**config.mk**
```make
export PLATFORM = sky130hd
export DESIGN_NAME = utx_core
export DESIGN_NICKNAME = d
export VERILOG_FILES = /design/src/rtl/utx_pkg.sv /design/src/rtl/utx_holdbuf.sv /design/src/rtl/utx_charsel.sv /design/src/rtl/utx_shifter.sv /design/src/rtl/utx_core.sv
export SDC_FILE = /design/constraint.sdc
export NUM_CORES = 1
export LEC_CHECK = 0
export BUFFER_PORTS_ARGS = -buffer_cell sky130_fd_sc_hd__buf_2
export CORE_MARGIN = 8
export CORE_UTILIZATION = 57
export DETAILED_ROUTE_END_ITERATION = 6
export HOLD_SLACK_MARGIN = 0.1
export PLACE_DENSITY_LB_ADDON = 0.05
export SLEW_MARGIN = 20
export SYNTH_ARGS = -nofsm -noshare
export SYNTH_HDL_FRONTEND = slang
export SYNTH_SLANG_ARGS = --single-unit
```
**constraint.sdc**
```tcl
create_clock -name clk -period 2.5 [get_ports clk]
set_input_delay 0.25 -clock clk [delete_from_list [all_inputs] [get_ports clk]]
set_output_delay 0.25 -clock clk [all_outputs]
set_load 0.05 [all_outputs]
```
**src/rtl/utx_pkg.sv**
```systemverilog
package utx_pkg;

   // Kind of character currently held by the shift engine
   typedef enum logic [2:0] {
      CH_NONE     = 3'd0,
      CH_DATA     = 3'd1,
      CH_BREAK    = 3'd2,
      CH_MARK     = 3'd3,
      CH_PREAMBLE = 3'd4
   } char_kind_t;

endpackage

```
**src/rtl/utx_holdbuf.sv**
```systemverilog
module utx_holdbuf #(
   parameter int DATA_W = 9
) (
   input  logic              clk,
   input  logic              rst_n,
   input  logic              wr_valid,
   input  logic [DATA_W-1:0] wr_data,
   input  logic              take,
   output logic              full,
   output logic [DATA_W-1:0] word
);

   if (DATA_W < 2) begin : g_bad_width
      $error("utx_holdbuf: DATA_W must be at least 2");
   end

   // A write in the same cycle as a take refills the slot; a write while
   // full replaces the stored word.
   always_ff @(posedge clk) begin
      if (!rst_n) begin
         full <= 1'b0;
         word <= '0;
      end else begin
         if (wr_valid) begin
            word <= wr_data;
         end
         full <= wr_valid | (full & ~take);
      end
   end

endmodule

```
**src/rtl/utx_charsel.sv**
```systemverilog
module utx_charsel
   import utx_pkg::*;
#(
   parameter int DATA_W    = 9,
   parameter int BRK_EXTRA = 3,
   parameter int MARK_W    = 1,
   parameter int SR_W      = DATA_W + 2 + BRK_EXTRA,
   parameter int CNT_W     = $clog2(SR_W + 1)
) (
   input  logic              tx_enable,
   input  logic              send_break,
   input  logic              mode_9bit,
   input  logic              break13,
   input  logic              buf_full,
   input  logic [DATA_W-1:0] buf_word,
   input  logic              pre_pend,
   input  char_kind_t        cur_kind,
   output char_kind_t        nxt_kind,
   output logic [SR_W-1:0]   nxt_pat,
   output logic [CNT_W-1:0]  nxt_len
);

   localparam int LEN_SHORT = DATA_W + 1;
   localparam int LEN_LONG  = DATA_W + 2;

   if (SR_W < LEN_LONG + BRK_EXTRA) begin : g_bad_sr
      $error("utx_charsel: shift register too short for longest break");
   end
   if (MARK_W < 1 || MARK_W > SR_W) begin : g_bad_mark
      $error("utx_charsel: MARK_W out of range");
   end
   if ((1 << CNT_W) <= SR_W) begin : g_bad_cnt
      $error("utx_charsel: CNT_W cannot hold the longest character");
   end

   // Data frame image, bit 0 first on the line
   logic [SR_W-1:0] frame_pat;

   for (genvar gi = 0; gi < SR_W; gi++) begin : g_pat
      if (gi == 0) begin : g_start
         assign frame_pat[gi] = 1'b0;
      end else if (gi < DATA_W) begin : g_data
         assign frame_pat[gi] = buf_word[gi-1];
      end else if (gi == DATA_W) begin : g_top
         assign frame_pat[gi] = mode_9bit ? buf_word[DATA_W-1] : 1'b1;
      end else begin : g_stop
         assign frame_pat[gi] = 1'b1;
      end
   end

   logic [CNT_W-1:0] frame_len;
   logic [CNT_W-1:0] brk_len;
   logic             brk_ending;

   assign frame_len  = mode_9bit ? CNT_W'(LEN_LONG) : CNT_W'(LEN_SHORT);
   assign brk_len    = frame_len + (break13 ? CNT_W'(BRK_EXTRA) : CNT_W'(0));
   assign brk_ending = (cur_kind == CH_BREAK);

   // Priority at a character boundary: enable, trailing mark, preamble,
   // break, buffered word.
   always_comb begin
      nxt_kind = CH_NONE;
      nxt_pat  = '1;
      nxt_len  = CNT_W'(1);
      if (!tx_enable) begin
         nxt_kind = CH_NONE;
      end else if (brk_ending && !send_break) begin
         nxt_kind = CH_MARK;
         nxt_len  = CNT_W'(MARK_W);
      end else if (pre_pend) begin
         nxt_kind = CH_PREAMBLE;
         nxt_len  = frame_len;
      end else if (send_break) begin
         nxt_kind = CH_BREAK;
         nxt_pat  = '0;
         nxt_len  = brk_len;
      end else if (buf_full) begin
         nxt_kind = CH_DATA;
         nxt_pat  = frame_pat;
         nxt_len  = frame_len;
      end
   end

endmodule

```
**src/rtl/utx_shifter.sv**
```systemverilog
module utx_shifter
   import utx_pkg::*;
#(
   parameter int SR_W  = 14,
   parameter int CNT_W = $clog2(SR_W + 1)
) (
   input  logic             clk,
   input  logic             rst_n,
   input  logic             bit_tick,
   input  char_kind_t       nxt_kind,
   input  logic [SR_W-1:0]  nxt_pat,
   input  logic [CNT_W-1:0] nxt_len,
   output logic             txd,
   output char_kind_t       cur_kind,
   output logic             busy,
   output logic             boundary
);

   if (SR_W < 2) begin : g_bad_sr
      $error("utx_shifter: SR_W must be at least 2");
   end

   logic [SR_W-2:0]  sr;
   logic [CNT_W-1:0] left;

   assign busy     = (cur_kind != CH_NONE);
   assign boundary = bit_tick && (!busy || left == '0);

   always_ff @(posedge clk) begin
      if (!rst_n) begin
         txd      <= 1'b1;
         sr       <= '1;
         left     <= '0;
         cur_kind <= CH_NONE;
      end else if (bit_tick) begin
         if (!boundary) begin
            txd  <= sr[0];
            sr   <= {1'b1, sr[SR_W-2:1]};
            left <= left - CNT_W'(1);
         end else if (nxt_kind != CH_NONE) begin
            txd      <= nxt_pat[0];
            sr       <= nxt_pat[SR_W-1:1];
            left     <= nxt_len - CNT_W'(1);
            cur_kind <= nxt_kind;
         end else begin
            txd      <= 1'b1;
            sr       <= '1;
            left     <= '0;
            cur_kind <= CH_NONE;
         end
      end
   end

endmodule

```
**src/rtl/utx_core.sv**
```systemverilog
module utx_core
   import utx_pkg::*;
#(
   parameter int DATA_W    = 9,
   parameter int BRK_EXTRA = 3,
   parameter int MARK_W    = 1
) (
   input  logic              clk,
   input  logic              rst_n,
   input  logic              bit_tick,
   input  logic              tx_enable,
   input  logic              send_break,
   input  logic              mode_9bit,
   input  logic              break13,
   input  logic              wr_valid,
   input  logic [DATA_W-1:0] wr_data,
   output logic              txd,
   output logic              buf_empty,
   output logic              tx_done
);

   localparam int SR_W  = DATA_W + 2 + BRK_EXTRA;
   localparam int CNT_W = $clog2(SR_W + 1);

   if (DATA_W < 2) begin : g_bad_width
      $error("utx_core: DATA_W must be at least 2");
   end
   if (BRK_EXTRA < 0) begin : g_bad_extra
      $error("utx_core: BRK_EXTRA must not be negative");
   end

   logic              buf_full;
   logic [DATA_W-1:0] buf_word;
   logic              take;
   logic              pre_pend;
   logic              sh_busy;
   logic              boundary;
   char_kind_t        cur_kind;
   char_kind_t        nxt_kind;
   logic [SR_W-1:0]   nxt_pat;
   logic [CNT_W-1:0]  nxt_len;

   assign take = boundary && (nxt_kind == CH_DATA);

   utx_holdbuf #(
      .DATA_W (DATA_W)
   ) u_buf (
      .clk      (clk),
      .rst_n    (rst_n),
      .wr_valid (wr_valid),
      .wr_data  (wr_data),
      .take     (take),
      .full     (buf_full),
      .word     (buf_word)
   );

   utx_charsel #(
      .DATA_W    (DATA_W),
      .BRK_EXTRA (BRK_EXTRA),
      .MARK_W    (MARK_W),
      .SR_W      (SR_W),
      .CNT_W     (CNT_W)
   ) u_sel (
      .tx_enable  (tx_enable),
      .send_break (send_break),
      .mode_9bit  (mode_9bit),
      .break13    (break13),
      .buf_full   (buf_full),
      .buf_word   (buf_word),
      .pre_pend   (pre_pend),
      .cur_kind   (cur_kind),
      .nxt_kind   (nxt_kind),
      .nxt_pat    (nxt_pat),
      .nxt_len    (nxt_len)
   );

   utx_shifter #(
      .SR_W  (SR_W),
      .CNT_W (CNT_W)
   ) u_sh (
      .clk      (clk),
      .rst_n    (rst_n),
      .bit_tick (bit_tick),
      .nxt_kind (nxt_kind),
      .nxt_pat  (nxt_pat),
      .nxt_len  (nxt_len),
      .txd      (txd),
      .cur_kind (cur_kind),
      .busy     (sh_busy),
      .boundary (boundary)
   );

   // Preamble request: armed by any cycle with the enable low, retired when
   // the preamble character is loaded.
   always_ff @(posedge clk) begin
      if (!rst_n) begin
         pre_pend <= 1'b1;
      end else if (!tx_enable) begin
         pre_pend <= 1'b1;
      end else if (boundary && nxt_kind == CH_PREAMBLE) begin
         pre_pend <= 1'b0;
      end
   end

   assign buf_empty = ~buf_full;
   assign tx_done   = ~buf_full & ~sh_busy;

endmodule

```
==> impl_results.md, run 1 <==
* Slowest Stage Delay on Critical Path at roughly 0.45 ns
* Crit path cell chain: nor4b_2, nand2b_1, nor2_1, ha_1, xnor2_1, a222oi_1, nor2_1
* Max-slew violations at 0
* Hold_buf cts at 0
* CTS resizes at 0
* Sequential share of the synthesized area at about two fifths
* Vias/cell at roughly 5.9
* Cells after Synth at 189
* CP required at between 2 and 3 ns
* Area Overhead vs Synth at 9.31%
* Initial antenna violation count at 0
* Max H-tree Level at 2
* Crit-path max FO at 5
* Setup violations, final at 0
* Status: finished, final reports clean
* Worst-Margin Slew at 0.445 ns
* CTS Buffer Depth at 2
* Post-route ant nets at 0
* Number of CTS-inserted buffers at 5
* Yosys cell types at 47
* Nets at roughly 230
* Routed wire length at approximately 3500 um
* DP HPWL at roughly 2600 um
* Remaining Overflow, GRT at 0
* # DRC at 0
* Clk slew on worst S/H paths at ~0.090 ns
* Largest net degree at the start of global routing at 38
* Worst min path class: input port to flop
* Synth Register Bits at 32
* Die H at around 70 um
* Area occupied by multi-input gates at 936 sq um
* GPL Wtd Cong at about 0.85
* RSZ-0062 raised after global routing: no
* Main synth FF type: dfxtp_1
* Worst Setup Path Type: flop to flop
* Fin. Hold Viols at 0
* CP dominant cell by count: nor2_1
* Register area at roughly 640 sq um
* Dpl cells at 230
* Ant diodes at 0
* Period Utilization, post-route at 78.1%
* Flop-to-flop setup slack at between 0.5 and 0.6 ns
* Fraction of layout cells with a size suffix above 1 at 18.4%
* Root buffer cell: clkbuf_4
* # rows at 19
* Avg WL per Cell at 14.6 um
* Syn Area/Cell at between 8 and 9 sq um
* Worst VDD drop at around 570 uV
* Slew HR at 70.2%
* Critical Path AT at between 2 and 2.5 ns
* Highest-delay cell along the critical path: dfxtp_1
* Drt first pass iters at 4
* Die ar. at ~0.005 sq mm
* Global-route wire length before repair at 6000 um
* Post-CTS Repair Setup Buffers at 0
* Fin crit period at a little under 2 ns
* Post-Syn Nets at between 200 and 250
* Yosys top cell area share at about two fifths
* Non-Filler Instances at 238
* DR iter-0 viols at 107
* Largest delay contributor family on the critical path: simple AND/OR/NAND/NOR gates
* Via count at around 1400
* Clk sinks at 32
* Cells taking the most area after synthesis: dfxtp_1 39%, nor2_1 6.8%, mux2i_1 6.1%
* Skew final at ~0.0029 ns
* CTS tree: built
* Area leader, netlist: dfxtp_1
* MaxCap Viol Count at 0
* I/O pins at 20
* Fillers at ~250
* Peak Freq at 512 MHz
* Starting Density at between 50% and 60%
* Synthesized cell area at 0.00165 sq mm
* Die X-Extent at 69.9 um
* Power per cell area at 673 mW/mm^2
* Ys Warns at 0
* Core Region at around 0.0028 sq mm
* GRT Total Usage at between 10% and 20%
* Clk Latency, worst-skew pair at between 0.3 and 0.4 ns
* Crit path capture type: flop
* PortBufs at 19
* Setup TNS at 0 ns
* Critical Path Source Type: flop
* Async set or reset register ratio after synthesis at 0%
* EDFF count, synth at 0
* WP buf/inv at 0
* Vias in the first global route at 1341
* P_leak at 0.741 nW
final timing paths:
check / to / cells past startpoint / from
worst max-delay path: u_sh.left[2] / 7 / u_sh.cur_kind[1]
worst min-delay path: u_buf.word[4] / 3 / wr_data[4]
worst max register to register: u_sh.left[2] / 7 / u_sh.cur_kind[1]
worst min register to register: u_sh.sr[12] / 2 / u_sh.sr[12]
worst reg2reg max path: stages, from the launching register on:
cell	delay, ns
dfxtp_1	0.45
nor4b_2	0.42
nand2b_1	0.23
nor2_1	0.07
ha_1	0.18
xnor2_1	0.13
a222oi_1	0.31
nor2_1	0.06
cell usage after synthesis, drive strengths merged (3+ instances only):
cell type / n
o22a: 8
nand2: 9
nor3: 3
a21oi: 11
o221ai: 3
nand3: 7
nor2: 30
o21a: 10
nand2b: 8
dfxtp: 32
clkbuf: 7
inv: 8
ha: 4
mux2i: 10
buf: 3
o211ai: 3
o21ai: 10
cells by family (layout without fill, tap and decap cells):
group           count (synthesis)  in the layout  share of synthesized area [%]
compound gates                 57             57                           25.7
xor+xnor                        1              1                          0.530
buf+inv                        18             36                           4.62
fa+ha+maj                       4              4                           3.03
flops                          32             32                           38.8
simple gates                   67             67                           21.3
mux                            10             10                           6.06
state kept, by name, indices dropped and copies added (netlist names):
name           flops
u_sh.sr           13
u_buf.word         9
u_sh.left          4
u_sh.cur_kind      3
pre_pend           1
u_buf.full         1
u_sh.txd           1
area by class of cell:
class,instances,share of cell area (%)
clock buffers,8,3.25
inverters,8,1.66
multi-input cells,139,51.8
flip-flops and latches,32,35.5
well taps,31,2.15
repair buffers,20,5.68
cells in the final DEF (no fill, tap or decap), types with 4 or more instances in the layout:
| cell type | instances |
|---|---|
| o21ai_1 | 4 |
| dfxtp_1 | 32 |
| clkbuf_4 | 5 |
| ha_1 | 4 |
| mux2i_1 | 10 |
| buf_2 | 19 |
| nand3_1 | 7 |
| a21oi_1 | 9 |
| o22a_1 | 8 |
| inv_2 | 4 |
| o21a_1 | 10 |
| nand2_1 | 8 |
| nor2_1 | 30 |
| inv_1 | 4 |
| nand2b_1 | 8 |
| o21ai_0 | 5 |
layer usage:
layer,track usage [%],share of wire (%),up-vias
met4,7.37,1.6,0
met1,16.8,47,649
met2,23.8,47,28
met5,0,0,-
li1,-,-,713
met3,3.95,4.2,8
through the flow:
step | total power [mW] | area [sq um] | worst slack (ns) | hold WS (ns) | utilization, %
2_1_floorplan | 0.856 | 1650 | 0.715 | 0.322 | -
3_3_place_gp | 0.914 | 1750 | 0.646 | 0.452 | 63.4
3_5_place_dp | 0.921 | 1750 | 0.566 | 0.464 | 63.4
4_1_cts | 1.22 | 1810 | 0.556 | 0.155 | 65.5
5_1_grt | 1.28 | 1810 | 0.396 | 0.168 | 65.5
6_report | 1.22 | 1810 | 0.547 | 0.163 | 65.5
report_power, final:
part           switching [mW]  internal, mW
Sequential             0.0427         0.548
Clock                   0.165         0.139
Combinational           0.194         0.128
Power figures use the tool's default switching activity.
==> run 2: changes to the inputs <==
- CORE_UTILIZATION: 57 -> 51
- clock period: 2.5 -> 1.79 ns (I/O delays scaled with it)
==> run 2 against run 1 <==
  * Total power increased by 46%
  * Highest routed layer unchanged
  * Clock skew increased by 0.0027 ns
  * Clock power increased by 25%
  * Largest power group unchanged
  * Sequential power increased by 39%
  * Largest cell class unchanged
  * Cell count increased by 13%
  * First-iteration DRC count decreased by 18%
  * Critical endpoint is now tx_done
  * Utilization increased by 0.17 points
  * Register-to-register slack got worse by 0.43 ns
==> impl_results.md, run 2 (synthesis gave the netlist of run 1 again) <==
* Crit path capture type: primary output (was flop)
* Met1 GRT Util at 18.0% (was 16.8%)
* Min-delay src: wr_data[5] (was wr_data[4])
* Non-Filler Instances at 268 (was 238)
* Drt first pass iters at 4 (unchanged)
* Highest-delay cell along the critical path: or3_4 (was dfxtp_1)
* Worst-Margin Slew at 0.348 ns (was 0.445 ns)
* Worst min path class: input port to flop (unchanged)
* Vias/cell at 5.57 (was 5.87)
* Nets at 245 (was 227)
* Root buffer cell: clkbuf_4 (unchanged)
* Largest register FFs at 13 (unchanged)
* Largest net degree at the start of global routing at 37 (was 38)
* Crit path cell chain: buf_4, or3_4, nor2_2, buf_6 (was nor4b_2, nand2b_1, nor2_1, ha_1, xnor2_1, a222oi_1, nor2_1)
* Fraction of layout cells with a size suffix above 1 at 25.9% (was 18.4%)
* Placed cell areas at 0.00181 sq mm (was 0.00175 sq mm)
* Largest Register: u_sh.sr (unchanged)
* Global-route wire length before repair at 6660 um (was 6000 um)
* PnR worst setup slack at 0.0794 ns (was 0.547 ns)
* Clk sinks at 32 (unchanged)
* GPL Wtd Cong at 0.878 (was 0.847)
* Critical Path AT at 1.53 ns (was 2.17 ns)
* # DRC at 0 (unchanged)
* Die X-Extent at 72.9 um (was 69.9 um)
* Starting Density at 53.7% (was 59.9%)
* Fin crit period at ~1.7 ns
* RSZ-0062 raised after global routing: no (unchanged)
* CTS tree: built (unchanged)
* Worst reg2reg path startpoint: u_sh.left[1] (was u_sh.cur_kind[1])
* Clk slew on worst S/H paths at 0.10 ns (was 0.09 ns)
* Clk Latency, worst-skew pair at 0.33 ns (was 0.32 ns)
* Cell area after layout at 0.00202 sq mm (was 0.00181 sq mm)
* DP HPWL at 2710 um (was 2550 um)
* Post-route ant nets at 0 (unchanged)
* Overall power at 1.78 mW (was 1.22 mW)
* Remaining Overflow, GRT at 0 (unchanged)
* CP required at 1.61 ns (was 2.71 ns)
* Slew HR at 76.5% (was 70.2%)
* R2R cell count at 7 (unchanged)
* Period Utilization, post-route at 95.6%
* Biggest regs: u_sh.sr x13, u_buf.word x9, u_sh.left x4 (unchanged)
* P_leak at 0.827 nW (was 0.741 nW)
* Ant diodes at 0 (unchanged)
* Core Region at 0.00308 sq mm (was 0.00276 sq mm)
* Max-slew violations at 0 (unchanged)
* Met3 GRT Util at 5.22% (was 3.95%)
* Via count at 1492 (was 1398)
* Largest delay contributor family on the critical path: simple AND/OR/NAND/NOR gates (unchanged)
* Pre-CTS setup slack at 0.0331 ns (was 0.566 ns)
* Flop-to-flop setup slack at 0.12 ns (was 0.55 ns)
* Most Crowded Layer GR: met2 (unchanged)
* RR Endpoint: u_sh.sr[5] (was u_sh.left[2])
* Crit-path max FO at 4 (was 5)
* Setup violations, final at 0 (unchanged)
* Area Overhead vs Synth at 22.3% (was 9.31%)
* Worst Setup SP: u_sh.cur_kind[2] (was u_sh.cur_kind[1])
* GRT Total Usage at 15.9% (was 14.5%)
* PortBufs at 19 (unchanged)
* Dpl cells at 249 (was 230)
* Number of CTS-inserted buffers at 5 (unchanged)
* I/O pins at 20 (unchanged)
* Vias in the first global route at 1515 (was 1341)
* Skew final at 0.00561 ns (was 0.00287 ns)
* DR iter-0 viols at 88 (was 107)
* Die H at 72.9 um (was 69.9 um)
* Crit path to: tx_done (was u_sh.left[2])
* Power per cell area at 879 mW/mm^2 (was 673 mW/mm^2)
* # rows at 20 (was 19)
* WP buf/inv at 2 (was 0)
* WHS Path Cells at 3 (unchanged)
* Avg WL per Cell at 14.2 um (was 14.6 um)
* Critical Path Stages at 4 (was 7)
* Slowest Stage Delay on Critical Path at 0.42 ns (was 0.45 ns)
* Fillers at 276 (was 254)
* Worst VDD drop at 430 uV (was 574 uV)
* Fin. Hold Viols at 0 (unchanged)
* Most frequent cells in the layout: 29 x nor2_1, 29 x dfxtp_1, 18 x buf_2, 11 x buf_4 (was 32 x dfxtp_1, 30 x nor2_1, 19 x buf_2, 10 x mux2i_1, 10 x o21a_1)
* MaxCap Viol Count at 0 (unchanged)
* Initial antenna violation count at 0 (unchanged)
* Worst Setup Path Type: flop to primary output (was flop to flop)
* Routing usage on met2 at 25.8% (was 23.8%)
* Setup TNS at 0 ns (unchanged)
* Peak Freq at a little under 600 MHz
* Status: finished, final reports clean (unchanged)
* Critical Path Source Type: flop (unchanged)
* CTS Buffer Depth at 2 (unchanged)
* Max H-tree Level at 2 (unchanged)
* Routed wire length at 3800 um (was 3480 um)
* Die ar. at 0.00532 sq mm (was 0.00488 sq mm)
## run 2: what timing repair did
item	in CTS	in global routing
endpoints found under the setup margin	1	13
setup buffers	0	4
hold buffers	8	0
pin swaps	0	6
hold endpoints to repair	8	0
resized for setup	1	13
## run 2: power breakdown
group	total (mW)	internal, mW	switching (mW)
clock network	0.380	0.144	0.236
logic	0.577	0.264	0.314
registers	0.820	0.768	0.0518
total	1.78	1.18	0.601
## run 2: final cells by class
class / instances / area [sq um] / area share (%)
clock inverter: 1 / 5.00 / 0.248
timing repair buffer: 38 / 264 / 13.1
sequential: 32 / 644 / 31.9
multi-input combinational: 139 / 982 / 48.6
tap: 44 / 55.1 / 2.72
inverter: 8 / 30.0 / 1.49
clock buffer: 6 / 41.3 / 2.04
## run 2: through the flow
step           util (%)  hold slack, ns
6_report           65.7           0.123
5_1_grt            65.7           0.139
4_1_cts            63.0           0.118
3_5_place_dp       58.8           0.427
3_3_place_gp       58.8           0.414
2_1_floorplan         -           0.251
## run 2: routing by layer
| metal | share of wire (%) | wire [um] |
|---|---|---|
| met1 | 45 | 1690 |
| met3 | 4.3 | 165 |
| met5 | 0 | 0 |
| met4 | 2.4 | 93 |
| met2 | 49 | 1850 |
## run 2: worst min-delay path by stage
stage | end | slack, ns
floorplan | pre_pend | 0.25
global placement | u_buf.word[8] | 0.41
CTS | u_buf.word[5] | 0.12
finish | u_buf.word[5] | 0.12
detailed placement | u_buf.word[6] | 0.43
global route | u_buf.word[5] | 0.14
## run 2: worst reg2reg max path, stage by stage (launching register included)
cell and delay, ns:
dfxtp_2 0.34, inv_1 0.05, ha_2 0.17, and4bb_2 0.28
a21oi_4 0.07, or3_4 0.41, o221ai_2 0.14, nand3_1 0.09
